--- src/rtl/ppe_pkg.sv ---
package ppe_pkg;
  localparam int BYTE_W = 8;

  typedef enum logic [1:0] {
    PM_N4 = 2'd0,
    PM_W2 = 2'd1,
    PM_W4 = 2'd2,
    PM_N8 = 2'd3
  } pix_mode_e;

  typedef enum logic [1:0] {
    ST_IDLE = 2'd0,
    ST_READ = 2'd1,
    ST_CAPT = 2'd2,
    ST_WRIT = 2'd3
  } plot_st_e;
endpackage

--- src/rtl/ppe_addr_gen.sv ---
module ppe_addr_gen
  import ppe_pkg::*;
#(
  parameter int XW = 9,
  parameter int YW = 8,
  parameter int AW = 16
) (
  input  logic [XW-1:0]     px,
  input  logic [YW-1:0]     py,
  input  pix_mode_e         mode,
  output logic [AW-1:0]     addr,
  output logic [BYTE_W-1:0] mask
);
  logic [AW-1:0] xw;
  logic [AW-1:0] yw;

  assign xw = AW'(px);
  assign yw = AW'(py);

  // Address and pixel mask per packing mode
  always_comb begin
    addr = xw + (yw << 8);
    mask = 8'hFF;
    case (mode)
      PM_N4: begin
        addr = (xw >> 1) + (yw << 7);
        mask = 8'hF0 >> {px[0], 2'b00};
      end
      PM_W2: begin
        addr = (xw >> 2) + (yw << 7);
        mask = 8'hC0 >> {px[1:0], 1'b0};
      end
      PM_W4: begin
        addr = (xw >> 1) + (yw << 8);
        mask = 8'hF0 >> {px[0], 2'b00};
      end
      PM_N8: begin
        addr = xw + (yw << 8);
        mask = 8'hFF;
      end
      default: ;
    endcase
  end
endmodule

--- src/rtl/ppe_merge.sv ---
module ppe_merge
  import ppe_pkg::*;
(
  input  logic [BYTE_W-1:0] old_byte,
  input  logic [BYTE_W-1:0] mask,
  input  logic [1:0]        colour,
  output logic [BYTE_W-1:0] new_byte
);
  localparam int PAIRS = BYTE_W / 2;

  logic [BYTE_W-1:0] rep;

  // Spread the two colour bits over every bit pair
  for (genvar i = 0; i < PAIRS; i++) begin : g_rep
    assign rep[2*i +: 2] = colour;
  end

  assign new_byte = (old_byte & ~mask) | (rep & mask);
endmodule

--- src/rtl/ppe_slot_gate.sv ---
module ppe_slot_gate #(
  parameter int CW   = 11,
  parameter int GAP  = 24,
  parameter int LINE = 1368
) (
  input  logic          clk,
  input  logic          rst_n,
  input  logic          slot_valid,
  input  logic [CW-1:0] slot_col,
  input  logic          load,
  output logic          permit
);
  localparam int SW = CW + 1;

  logic [SW-1:0] sum;
  logic [CW-1:0] min_q, min_d;
  logic [CW-1:0] rcol_q, rcol_d;
  logic          wrap_q, wrap_d;
  logic          new_line;
  logic          upd;

  assign sum      = {1'b0, slot_col} + SW'(GAP);
  assign new_line = slot_valid && (slot_col < rcol_q);
  assign upd      = load || new_line;

  // Next minimum column, folded into the next line when it overflows
  always_comb begin
    min_d  = min_q;
    rcol_d = rcol_q;
    wrap_d = wrap_q;
    if (load) begin
      rcol_d = slot_col;
      if (sum >= SW'(LINE)) begin
        min_d  = CW'(sum - SW'(LINE));
        wrap_d = 1'b1;
      end else begin
        min_d  = sum[CW-1:0];
        wrap_d = 1'b0;
      end
    end else if (new_line) begin
      wrap_d = 1'b0;
    end
  end

  assign permit = slot_valid && (!wrap_q || new_line) && (slot_col >= min_q);

  always_ff @(posedge clk or negedge rst_n) begin
    if (!rst_n) begin
      min_q  <= '0;
      rcol_q <= '0;
      wrap_q <= 1'b0;
    end else if (upd) begin
      min_q  <= min_d;
      rcol_q <= rcol_d;
      wrap_q <= wrap_d;
    end
  end
endmodule

--- src/rtl/pixel_plot_engine.sv ---
module pixel_plot_engine
  import ppe_pkg::*;
#(
  parameter int XW   = 9,
  parameter int YW   = 8,
  parameter int CW   = 11,
  parameter int AW   = 16,
  parameter int GAP  = 24,
  parameter int LINE = 1368
) (
  input  logic              clk,
  input  logic              rst_n,
  input  logic              start,
  input  logic [XW-1:0]     pt_x,
  input  logic [YW-1:0]     pt_y,
  input  logic [1:0]        pt_mode,
  input  logic [1:0]        pt_colour,
  output logic              ready,
  output logic              done,
  input  logic              slot_valid,
  input  logic [CW-1:0]     slot_col,
  output logic              mem_en,
  output logic              mem_we,
  output logic [AW-1:0]     mem_addr,
  output logic [BYTE_W-1:0] mem_wdata,
  input  logic [BYTE_W-1:0] mem_rdata
);
  // Reset release aligned to the clock
  logic [1:0] rs_q;
  logic       srst_n;

  always_ff @(posedge clk or negedge rst_n) begin
    if (!rst_n) rs_q <= '0;
    else        rs_q <= {rs_q[0], 1'b1};
  end
  assign srst_n = rs_q[1];

  plot_st_e          st_q, st_d;
  logic [XW-1:0]     x_q;
  logic [YW-1:0]     y_q;
  pix_mode_e         mode_q;
  logic [1:0]        col_q;
  logic [BYTE_W-1:0] lat_q;
  logic              done_q;

  logic              accept;
  logic              rd_fire;
  logic              cap_en;
  logic              wr_fire;
  logic              permit;
  logic [BYTE_W-1:0] mask;
  logic [BYTE_W-1:0] merged;

  assign accept  = start && (st_q == ST_IDLE);
  assign rd_fire = (st_q == ST_READ) && slot_valid;
  assign cap_en  = (st_q == ST_CAPT);
  assign wr_fire = (st_q == ST_WRIT) && permit;

  always_comb begin
    st_d = st_q;
    case (st_q)
      ST_IDLE: if (start)      st_d = ST_READ;
      ST_READ: if (slot_valid) st_d = ST_CAPT;
      ST_CAPT:                 st_d = ST_WRIT;
      ST_WRIT: if (permit)     st_d = ST_IDLE;
      default:                 st_d = ST_IDLE;
    endcase
  end

  always_ff @(posedge clk or negedge srst_n) begin
    if (!srst_n) st_q <= ST_IDLE;
    else         st_q <= st_d;
  end

  always_ff @(posedge clk or negedge srst_n) begin
    if (!srst_n) begin
      x_q    <= '0;
      y_q    <= '0;
      mode_q <= PM_N4;
      col_q  <= '0;
    end else if (accept) begin
      x_q    <= pt_x;
      y_q    <= pt_y;
      mode_q <= pix_mode_e'(pt_mode);
      col_q  <= pt_colour;
    end
  end

  always_ff @(posedge clk or negedge srst_n) begin
    if (!srst_n)     lat_q <= '0;
    else if (cap_en) lat_q <= mem_rdata;
  end

  always_ff @(posedge clk or negedge srst_n) begin
    if (!srst_n) done_q <= 1'b0;
    else         done_q <= wr_fire;
  end

  ppe_addr_gen #(.XW(XW), .YW(YW), .AW(AW)) u_addr (
    .px   (x_q),
    .py   (y_q),
    .mode (mode_q),
    .addr (mem_addr),
    .mask (mask)
  );

  ppe_merge u_merge (
    .old_byte (lat_q),
    .mask     (mask),
    .colour   (col_q),
    .new_byte (merged)
  );

  ppe_slot_gate #(.CW(CW), .GAP(GAP), .LINE(LINE)) u_gate (
    .clk        (clk),
    .rst_n      (srst_n),
    .slot_valid (slot_valid),
    .slot_col   (slot_col),
    .load       (rd_fire),
    .permit     (permit)
  );

  assign ready     = (st_q == ST_IDLE);
  assign done      = done_q;
  assign mem_en    = rd_fire || wr_fire;
  assign mem_we    = wr_fire;
  assign mem_wdata = merged;
endmodule

--- config.mk ---
export PLATFORM = sky130hd
export DESIGN_NAME = pixel_plot_engine
export DESIGN_NICKNAME = d
export VERILOG_FILES = /design/src/rtl/ppe_pkg.sv /design/src/rtl/ppe_addr_gen.sv /design/src/rtl/ppe_merge.sv /design/src/rtl/ppe_slot_gate.sv /design/src/rtl/pixel_plot_engine.sv
export SDC_FILE = /design/constraint.sdc
export NUM_CORES = 1
export LEC_CHECK = 0
export BUFFER_PORTS_ARGS = -buffer_cell sky130_fd_sc_hd__buf_2
export CAP_MARGIN = 20
export CORE_MARGIN = 2
export CORE_UTILIZATION = 30
export CTS_CLUSTER_DIAMETER = 40
export DETAILED_ROUTE_END_ITERATION = 10
export SYNTH_ARGS = -nofsm -noshare
export SYNTH_HDL_FRONTEND = slang
export SYNTH_HIERARCHICAL = 1
export SYNTH_SLANG_ARGS = --single-unit
--- constraint.sdc ---
create_clock -name clk -period 6.6 [get_ports clk]
set_input_delay 0.99 -clock clk [delete_from_list [all_inputs] [get_ports clk]]
set_output_delay 0.99 -clock clk [all_outputs]
set_load 0.03 [all_outputs]
Word-level counts from Yosys, hierarchy flattened
Index checks and enable logic that the tools add are counted.
{ "word_totals": {"inputBits": 44, "ff_bits": 57, "elab_cells": 62} }
{ "classes": {"n_reduce_logical": 17, "n_lt_le_gt_ge": 3, "n_addsub": 6, "n_bitwise": 4, "n_mux": 10, "shift": 2, "eq_ne": 9} }
{ "op_table": {"columns": ["cell", "count"], "rows": [
  ["$pmux W16 S4", 1],
  ["$pmux W8 S3", 1],
  ["$add A7 B15 Y16", 1],
  ["$add A8 B15 Y16", 1],
  ["$add A8 B16 Y16", 1],
  ["$add A9 B16 Y16", 1],
  ["$and A8 B8 Y8", 2],
  ["$shr A8 B3 Y8 const A", 2],
  ["$add A11 B5 Y12 const B", 1],
  ["$ge A12 B11 Y1 const B", 1],
  ["$ge A11 B11 Y1", 1],
  ["$lt A11 B11 Y1", 1],
  ["$mux W11", 1],
  ["$sub A11 B11 Y11 const B", 1],
  ["$eq A2 B2 Y1 const B", 4],
  ["$not A8 Y8", 1],
  ["$or A8 B8 Y8", 1],
  ["$pmux W2 S4", 1],
  ["$logic_and A1 B1 Y1", 6],
  ["$mux W2", 3],
  ["$ne A2 B2 Y1 const B", 3],
  ["$eq A2 B1 Y1 const B", 2],
  ["$logic_not A2 Y1", 2],
  ["$reduce_and A2 Y1", 2],
  ["6 further kinds", 10]
]} }

Logic depth before layout (Yosys ltp)
Gate-level depths: netlist of run 1.
{ "depth": {"word_depth": 7, "ltp_mapped": 11} }

Hierarchy
The synthesis of run 1 kept the hierarchy.
{ "by_module_without_submodules": {"columns": ["mod", "cells_each", "area_per_inst_um2", "n_inst", "seq_area_each_um2"], "rows": [
  ["ppe_slot_gate", 218, 1750.4, 1, 500.5],
  ["pixel_plot_engine", 85, 1335.0, 1, 850.8],
  ["ppe_addr_gen", 109, 733.2, 1, 0.0],
  ["ppe_merge", 8, 120.1, 1, 0.0]
]} }

Worst setup path before layout of run 1
No wires, ideal clock.
{ "synth_timing": {"kind": "input -> output", "startpoint": "input port slot_col[1]", "endpoint": "output port mem_en", "path_buffers": 0, "arrival_time_ps": 2752, "required_time_ps": 5610, "stages": 9, "setup_slack_ps": 2858, "cell_sequence": "ha_1 nor2b_1 o21ai_0 a21oi_1 a211oi_1 o21ai_0 and3_1 and2_1 or2_2"} }
{ "synth_via": {"elab_chain_cells": 7, "elab_cells_between_ends": 8, "classes_between": "order compare (2); reduce/logical (6)"} }
{ "synth_rtl": {"columns": ["element", "line", "text"], "rows": [
  ["from (decl)", "pixel_plot_engine.sv:21", "input logic [CW-1:0] slot_col,"],
  ["$lt A11 B11 Y1", "ppe_slot_gate.sv:23", "assign new_line = slot_valid && (slot_col < rcol_q);"],
  ["$logic_and A1 B1 Y1", "ppe_slot_gate.sv:23", null],
  ["$logic_or A1 B1 Y1", "ppe_slot_gate.sv:45", "assign permit = slot_valid && (!wrap_q || new_line) && (slot_col >= min_q);"],
  ["$logic_and A1 B1 Y1", "ppe_slot_gate.sv:45", null],
  ["$logic_and A1 B1 Y1 (*)", "ppe_slot_gate.sv:45", null],
  ["named net permit", "pixel_plot_engine.sv:50", "logic permit;"],
  ["$logic_and A1 B1 Y1 (*)", "pixel_plot_engine.sv:57", "assign wr_fire = (st_q == ST_WRIT) && permit;"],
  ["named net mem_we", "pixel_plot_engine.sv:23", "output logic mem_we,"],
  ["$logic_or A1 B1 Y1 (*)", "pixel_plot_engine.sv:125", "assign mem_en = rd_fire || wr_fire;"],
  ["to (decl)", "pixel_plot_engine.sv:22", "output logic mem_en,"]
]} }
Mark *: on every way through the listed nets, which the timed path passes. The rest lies on a longest branch.

Worst setup path in the final report of run 1
{ "layout_timing": {"startpoint": "input port slot_col[4]", "endpoint": "output port mem_en"} }
{ "layout_via": {"elab_chain_cells": 7, "elab_cells_between_ends": 8, "classes_between": "order compare (2); reduce/logical (6)"} }
{ "layout_rtl": {"columns": ["element", "line"], "rows": [
  ["$lt A11 B11 Y1", "ppe_slot_gate.sv:23"],
  ["$logic_and A1 B1 Y1", "ppe_slot_gate.sv:23"],
  ["$logic_or A1 B1 Y1", "ppe_slot_gate.sv:45"],
  ["$logic_and A1 B1 Y1", "ppe_slot_gate.sv:45"],
  ["$logic_and A1 B1 Y1 (*)", "ppe_slot_gate.sv:45"],
  ["named net permit", "pixel_plot_engine.sv:50"],
  ["$logic_and A1 B1 Y1 (*)", "pixel_plot_engine.sv:57"],
  ["$logic_or A1 B1 Y1 (*)", "pixel_plot_engine.sv:125"]
]} }
Marks and branches as above.

==> results.txt, run 1 <==
status: finished clean
FF+latch count, synth: 54
Fin Clk Skew: 0.00737 ns
min cycle time layout: 4.02 ns
CTS tree: done
fin nets: 544
first-pass GRT wire length: 15400 um
Worst-path clk slew: 0.07 ns
DR vias: 3243
Tcrit/Tclk final: 0.609
post-route total power: 2.36 mW
TNS Setup: 0 ns
io pins: 72
Power Dens Cells: 519 mW/mm^2
clk sinks: 54
FMAX: 249 MHz
hold depth: 0
final worst slack: 2.58 ns
Max Cap Viol: 0
DRC viols: 0
Worst R2R Setup Slack: 3.88 ns
share of layout cells above drive strength 1: 0.281
# H-tree levels: 2
final hold vios: 0
Syn Nets: 492
CP Max Fanout: 8
Pleak: 2.13 nW
Ys Warns: 6
Crit Path Class: primary input to primary output
CP Capture Type: primary output
Longest Clk Path Bufs: 2
most frequent cells in the layout: 71 x buf_2, 53 x dfrtp_1, 38 x inv_1, 38 x nand2_1, 32 x a21oi_1
register area share after synthesis: 0.343
gr ovfl total: 0
total CTS buffers: 5
startpoint types: primary input
Post-Syn Instances: 420
core area: 0.0127 sq mm
root buf cell: clkbuf_16
initial antenna violation count: 0
Max VDD drop: 109 uV
final setup fails: 0
post-CTS sizing: 0
Initial DRT Pass Iterations: 4
Initial Utilization: 0.310
Async SR Flop Fraction: 1.00
GRT Total Usage: 0.132
Mapped Area: 0.00394 sq mm
DIE AREA: 0.0141 sq mm
worst hold start: rs_q[0]
Reg-to-Reg Start: u_gate/rcol_q[4]
FILL cells: 1336
ys flop type: dfrtp_1
Setup crit start: slot_col[4]
Post-CTS Setup Bufs: 0
Least-Margin Pin Slew: 0.947 ns
Placer Congestion: 0.824
hpwl dp: 6890 um
worst min-delay path endpoint: rs_q[1]
clk_lat worst skew: 0.29 ns
RSZ-0062 raised after global routing: false
Worst R2R End: st_q[1]
Wirelength per Cell: 14.1 um
Post-synth EDFFs: 0
commonest non-fill, non-tap cell in the layout: buf_2
register area: 0.00135 sq mm
Post-CTS Hold Buffers: 0
worst path arrival time: 3.03 ns
DIE HEIGHT: 119 um
Ant. Diodes: 0
number of I/O port buffers: 71
multi-input logic area: 0.00226 sq mm
Place WS: 2.60 ns
Netlist cell types: 69
vias in the first global route: 3122
# rows: 41
largest net degree at the start of global routing: 53
Starting DRT DRC Count: 259
post-route ant nets: 0
R2R depth: 11
chip width: 119 um
Slew Viols, Final: 0
post-DR vias/cell: 5.03
area delta synth->final: 15.3%
Syn Area/Cell: 9.38 sq um
WL final: 9070 um
dpl cells: 637
Slew HR: 0.367
Layout Cells excl Fill: 645
CP Data Required Time: 5.61 ns
Worst Hold Class: register to register
==> how the worst max path moves through the flow <==
stage / end / slack [ns] / cells past startpoint
after global placement: mem_en / 2.64 / 10
after CTS: mem_en / 2.58 / 11
after floorplan: mem_en / 2.86 / 9
final: mem_en / 2.58 / 11
after global routing: mem_en / 2.38 / 11
after detailed placement: mem_en / 2.60 / 10
==> through the flow <==
step / cell area [sq um] / util / hold slack, ns
3_5_place_dp: 4340 / 0.341 / 0.336
6_report: 4540 / 0.357 / 0.349
4_1_cts: 4540 / 0.357 / 0.352
5_1_grt: 4540 / 0.357 / 0.358
2_1_floorplan: 3940 / - / 0.331
3_3_place_gp: 4340 / 0.341 / 0.338
==> power breakdown <==
part / switching [mW] / internal [mW]
clock: 0.118 / 0.228
sequential: 0.163 / 0.490
combinational: 0.791 / 0.567
==> Yosys cell counts, types with 3 or more instances <==
cell | number | area share
clkbuf_1 | 6 | 0.0057
mux2i_1 | 8 | 0.020
a21o_1 | 4 | 0.0076
nor2b_1 | 3 | 0.0048
buf_4 | 11 | 0.021
and3_1 | 4 | 0.0064
o21a_1 | 6 | 0.011
buf_2 | 8 | 0.010
nor2_1 | 20 | 0.019
nand2_1 | 38 | 0.036
ha_1 | 28 | 0.089
nand3_1 | 7 | 0.0089
inv_1 | 38 | 0.036
a21oi_1 | 32 | 0.041
mux2_4 | 8 | 0.030
dfrtp_1 | 54 | 0.34
nor3_1 | 4 | 0.0051
o31ai_1 | 5 | 0.0095
a31oi_1 | 5 | 0.0079
mux2_2 | 30 | 0.086
xnor2_1 | 5 | 0.011
o21ai_0 | 23 | 0.029
o21ai_1 | 4 | 0.0051
a211oi_1 | 7 | 0.013
nand3b_1 | 3 | 0.0057
nand2b_1 | 4 | 0.0064
==> kinds of logic (layout without fill, tap and decap cells) <==
group | count (synthesis) | after routing | share of synthesized area
DFF | 54 | 54 | 0.343
adders and majority gates | 28 | 28 | 0.0889
muxes | 49 | 49 | 0.151
AOI/OAI and AO/OA | 113 | 113 | 0.188
xor gates and xnor gates | 7 | 7 | 0.0156
other | 1 | 1 | 0.000952
and+or+nand+nor | 101 | 101 | 0.129
buffers and inverters | 67 | 120 | 0.0832
==> per-layer routing <==
| layer | GRT usage | share of wire | vias up |
|---|---|---|---|
| met5 | 0 | 0 | - |
| met4 | 0.0246 | 0.0082 | 0 |
| met1 | 0.173 | 0.47 | 1578 |
| li1 | - | - | 1596 |
| met2 | 0.228 | 0.48 | 62 |
| met3 | 0.0222 | 0.042 | 7 |
==> state kept, by name, indices dropped and copies added, names as in the netlist <==
| register | count |
|---|---|
| u_gate/wrap_q | 1 |
| col_q | 2 |
| st_q | 2 |
| x_q | 9 |
| y_q | 8 |
| mode_q | 2 |
| rs_q | 2 |
| lat_q | 8 |
| done | 1 |
| u_gate/rcol_q | 8 |
| u_gate/min_q | 11 |
==> worst max-delay path, stage by stage <==
cell     delay, ns
buf_2         0.16
ha_1          0.32
a21oi_1       0.15
nor2_1        0.06
a211o_1       0.27
o21ai_0       0.21
a41o_1        0.22
and3_1        0.20
and2_1        0.16
or2_2         0.11
buf_2         0.19
==> area by class of cell <==
class                   instances  share of cell area
repair buffers                 73              0.0815
flip-flops and latches         54               0.298
clock buffers                   6              0.0306
clock inverters                 2              0.0132
multi-input cells             299               0.497
well taps                     172              0.0474
inverters                      39              0.0322
Note: power is estimated with default switching activity, not from simulation.
==> run 2, diff against run 1 <==
==> constraint.sdc (replaced) <==
create_clock -name clk -period 3.8 [get_ports clk]
set_input_delay 0.57 -clock clk [delete_from_list [all_inputs] [get_ports clk]]
set_output_delay 0.57 -clock clk [all_outputs]
set_load 0.03 [all_outputs]
==> results.txt, run 2 (synthesis results as in run 1) <==
initial antenna violation count: 0
Ant. Diodes: 0
DR vias: 3263
status: finished clean
post-DR vias/cell: 5.04
R2R depth: 11
clk_lat worst skew: 0.29 ns
Worst-path clk slew: 0.07 ns
clk sinks: 54
Crit Path Class: primary input to primary output
most frequent cells in the layout: 71 x buf_2, 53 x dfrtp_1, 38 x inv_1, 38 x nand2_1, 32 x a21oi_1
Flop pwr share: 0.283
vias in the first global route: 3221
switching portion of total power: 0.471
Worst Hold Class: primary input to async pin
Worst R2R End: st_q[1]
FILL cells: 1340
CP Capture Type: primary output
Place WS: 0.616 ns
FMAX: 315 MHz
final hold vios: 0
hpwl dp: 7040 um
Slew Viols, Final: 0
area delta synth->final: 14.6%
# rows: 41
total CTS buffers: 5
CP Max Fanout: 10
commonest non-fill, non-tap cell in the layout: buf_2
Slew HR: 0.346
DP Area: 0.00436 sq mm
CTS tree: done
Pleak: 2.12 nW
Largest regs: u_gate/min_q (11), x_q (9)
io pins: 72
clock share of power: 0.119
Int Power: 2.11 mW
Fin Clk Skew: 0.00561 ns
Initial DRT Pass Iterations: 6
largest register by flop count: u_gate/min_q
Max Cap Viol: 0
worst path arrival time: 2.61 ns
RSZ-0062 raised after global routing: false
TNS Setup: 0 ns
Max VDD drop: 201 uV
root buf cell: clkbuf_16
DIE HEIGHT: 119 um
DIE AREA: 0.0141 sq mm
Least-Margin Pin Slew: 0.978 ns
Post-CTS Setup Bufs: 0
Starting DRT DRC Count: 286
final setup fails: 0
Worst R2R Setup Slack: 1.05 ns
number of I/O port buffers: 71
gr ovfl total: 0
post-route ant nets: 0
Placer Congestion: 0.818
combinational share of power: 0.597
Power Dens Cells: 884 mW/mm^2
Initial Utilization: 0.310
min cycle time layout: 3.18 ns
fin nets: 546
final worst slack: 0.625 ns
chip width: 119 um
Post-CTS Hold Buffers: 0
max FFs per register: 11
Longest Clk Path Bufs: 2
post-CTS sizing: 0
Wirelength per Cell: 14.3 um
CP Data Required Time: 3.23 ns
Tcrit/Tclk final: 0.836
core area: 0.0127 sq mm
Min Hold Slack: 0.0573 ns
largest net degree at the start of global routing: 53
DRC viols: 0
share of layout cells above drive strength 1: 0.284
# H-tree levels: 2
final instance area: 0.00451 sq mm
startpoint types: primary input
P_sw: 1.88 mW
Reg-to-Reg Start: u_gate/rcol_q[4]
first-pass GRT wire length: 15300 um
GRT Total Usage: 0.131
WL final: 9250 um
post-layout util: 0.355
run 2: cell count changes in the layout (fill, tap and decap cells not counted), sizes merged:
| cell | delta |
|---|---|
| buf | +2 |
| bufinv | -2 |
| inv | +1 |
| clkinvlp | +1 |
run 2: area by class of cell:
cell class	count	area (sq um)	area share
timing repair buffer	75	385	0.0854
multi-input combinational	299	2260	0.501
clock buffer	6	139	0.0308
sequential	54	1350	0.300
clock inverter	2	16.3	0.00360
tap	172	215	0.0477
inverter	39	146	0.0324
run 2: how the worst max path moves through the flow:
stage	from	endpoint	slack (ns)	cells past startpoint
2_1_floorplan	slot_col[1]	mem_en	0.90	9
3_3_place_gp	slot_col[8]	mem_en	0.67	10
3_5_place_dp	slot_col[8]	mem_en	0.62	10
4_1_cts	slot_col[8]	mem_en	0.61	10
5_1_grt	u_gate/min_q[1]	mem_en	0.41	11
6_report	slot_col[8]	mem_en	0.62	10
run 2: per-stage QoR:
stage                     std cells  total power, mW
after global routing            647             4.30
final                           647             3.99
after floorplan                 420             3.03
after detailed placement        639             3.54
after global placement          639             3.47
after CTS                       647             4.03
run 2: layer usage:
metal | wire length (um) | vias up | global-route usage
li1 | - | 1600 | -
met4 | 53 | 0 | 0.0231
met2 | 4470 | 103 | 0.223
met5 | 0 | - | 0
met1 | 4180 | 1555 | 0.174
met3 | 549 | 5 | 0.0227
run 2: worst max-delay path, stage by stage:
cell      delay (ns)
buf_2           0.17
ha_1            0.35
a211oi_1        0.30
nand3b_1        0.11
a211oi_1        0.18
o21ai_0         0.11
and3_1          0.20
and2_1          0.16
or2_2           0.27
buf_2           0.18
run 2: power groups by stage:
| stage | sequential (mW) | clock, mW | combinational, mW |
|---|---|---|---|
| floorplan | 1.02 | 0 | 2.01 |
| detailed placement | 1.14 | 0 | 2.40 |
| global placement | 1.13 | 0 | 2.34 |
| global route | 1.18 | 0.520 | 2.60 |
| finish | 1.13 | 0.476 | 2.38 |
| CTS | 1.13 | 0.498 | 2.40 |
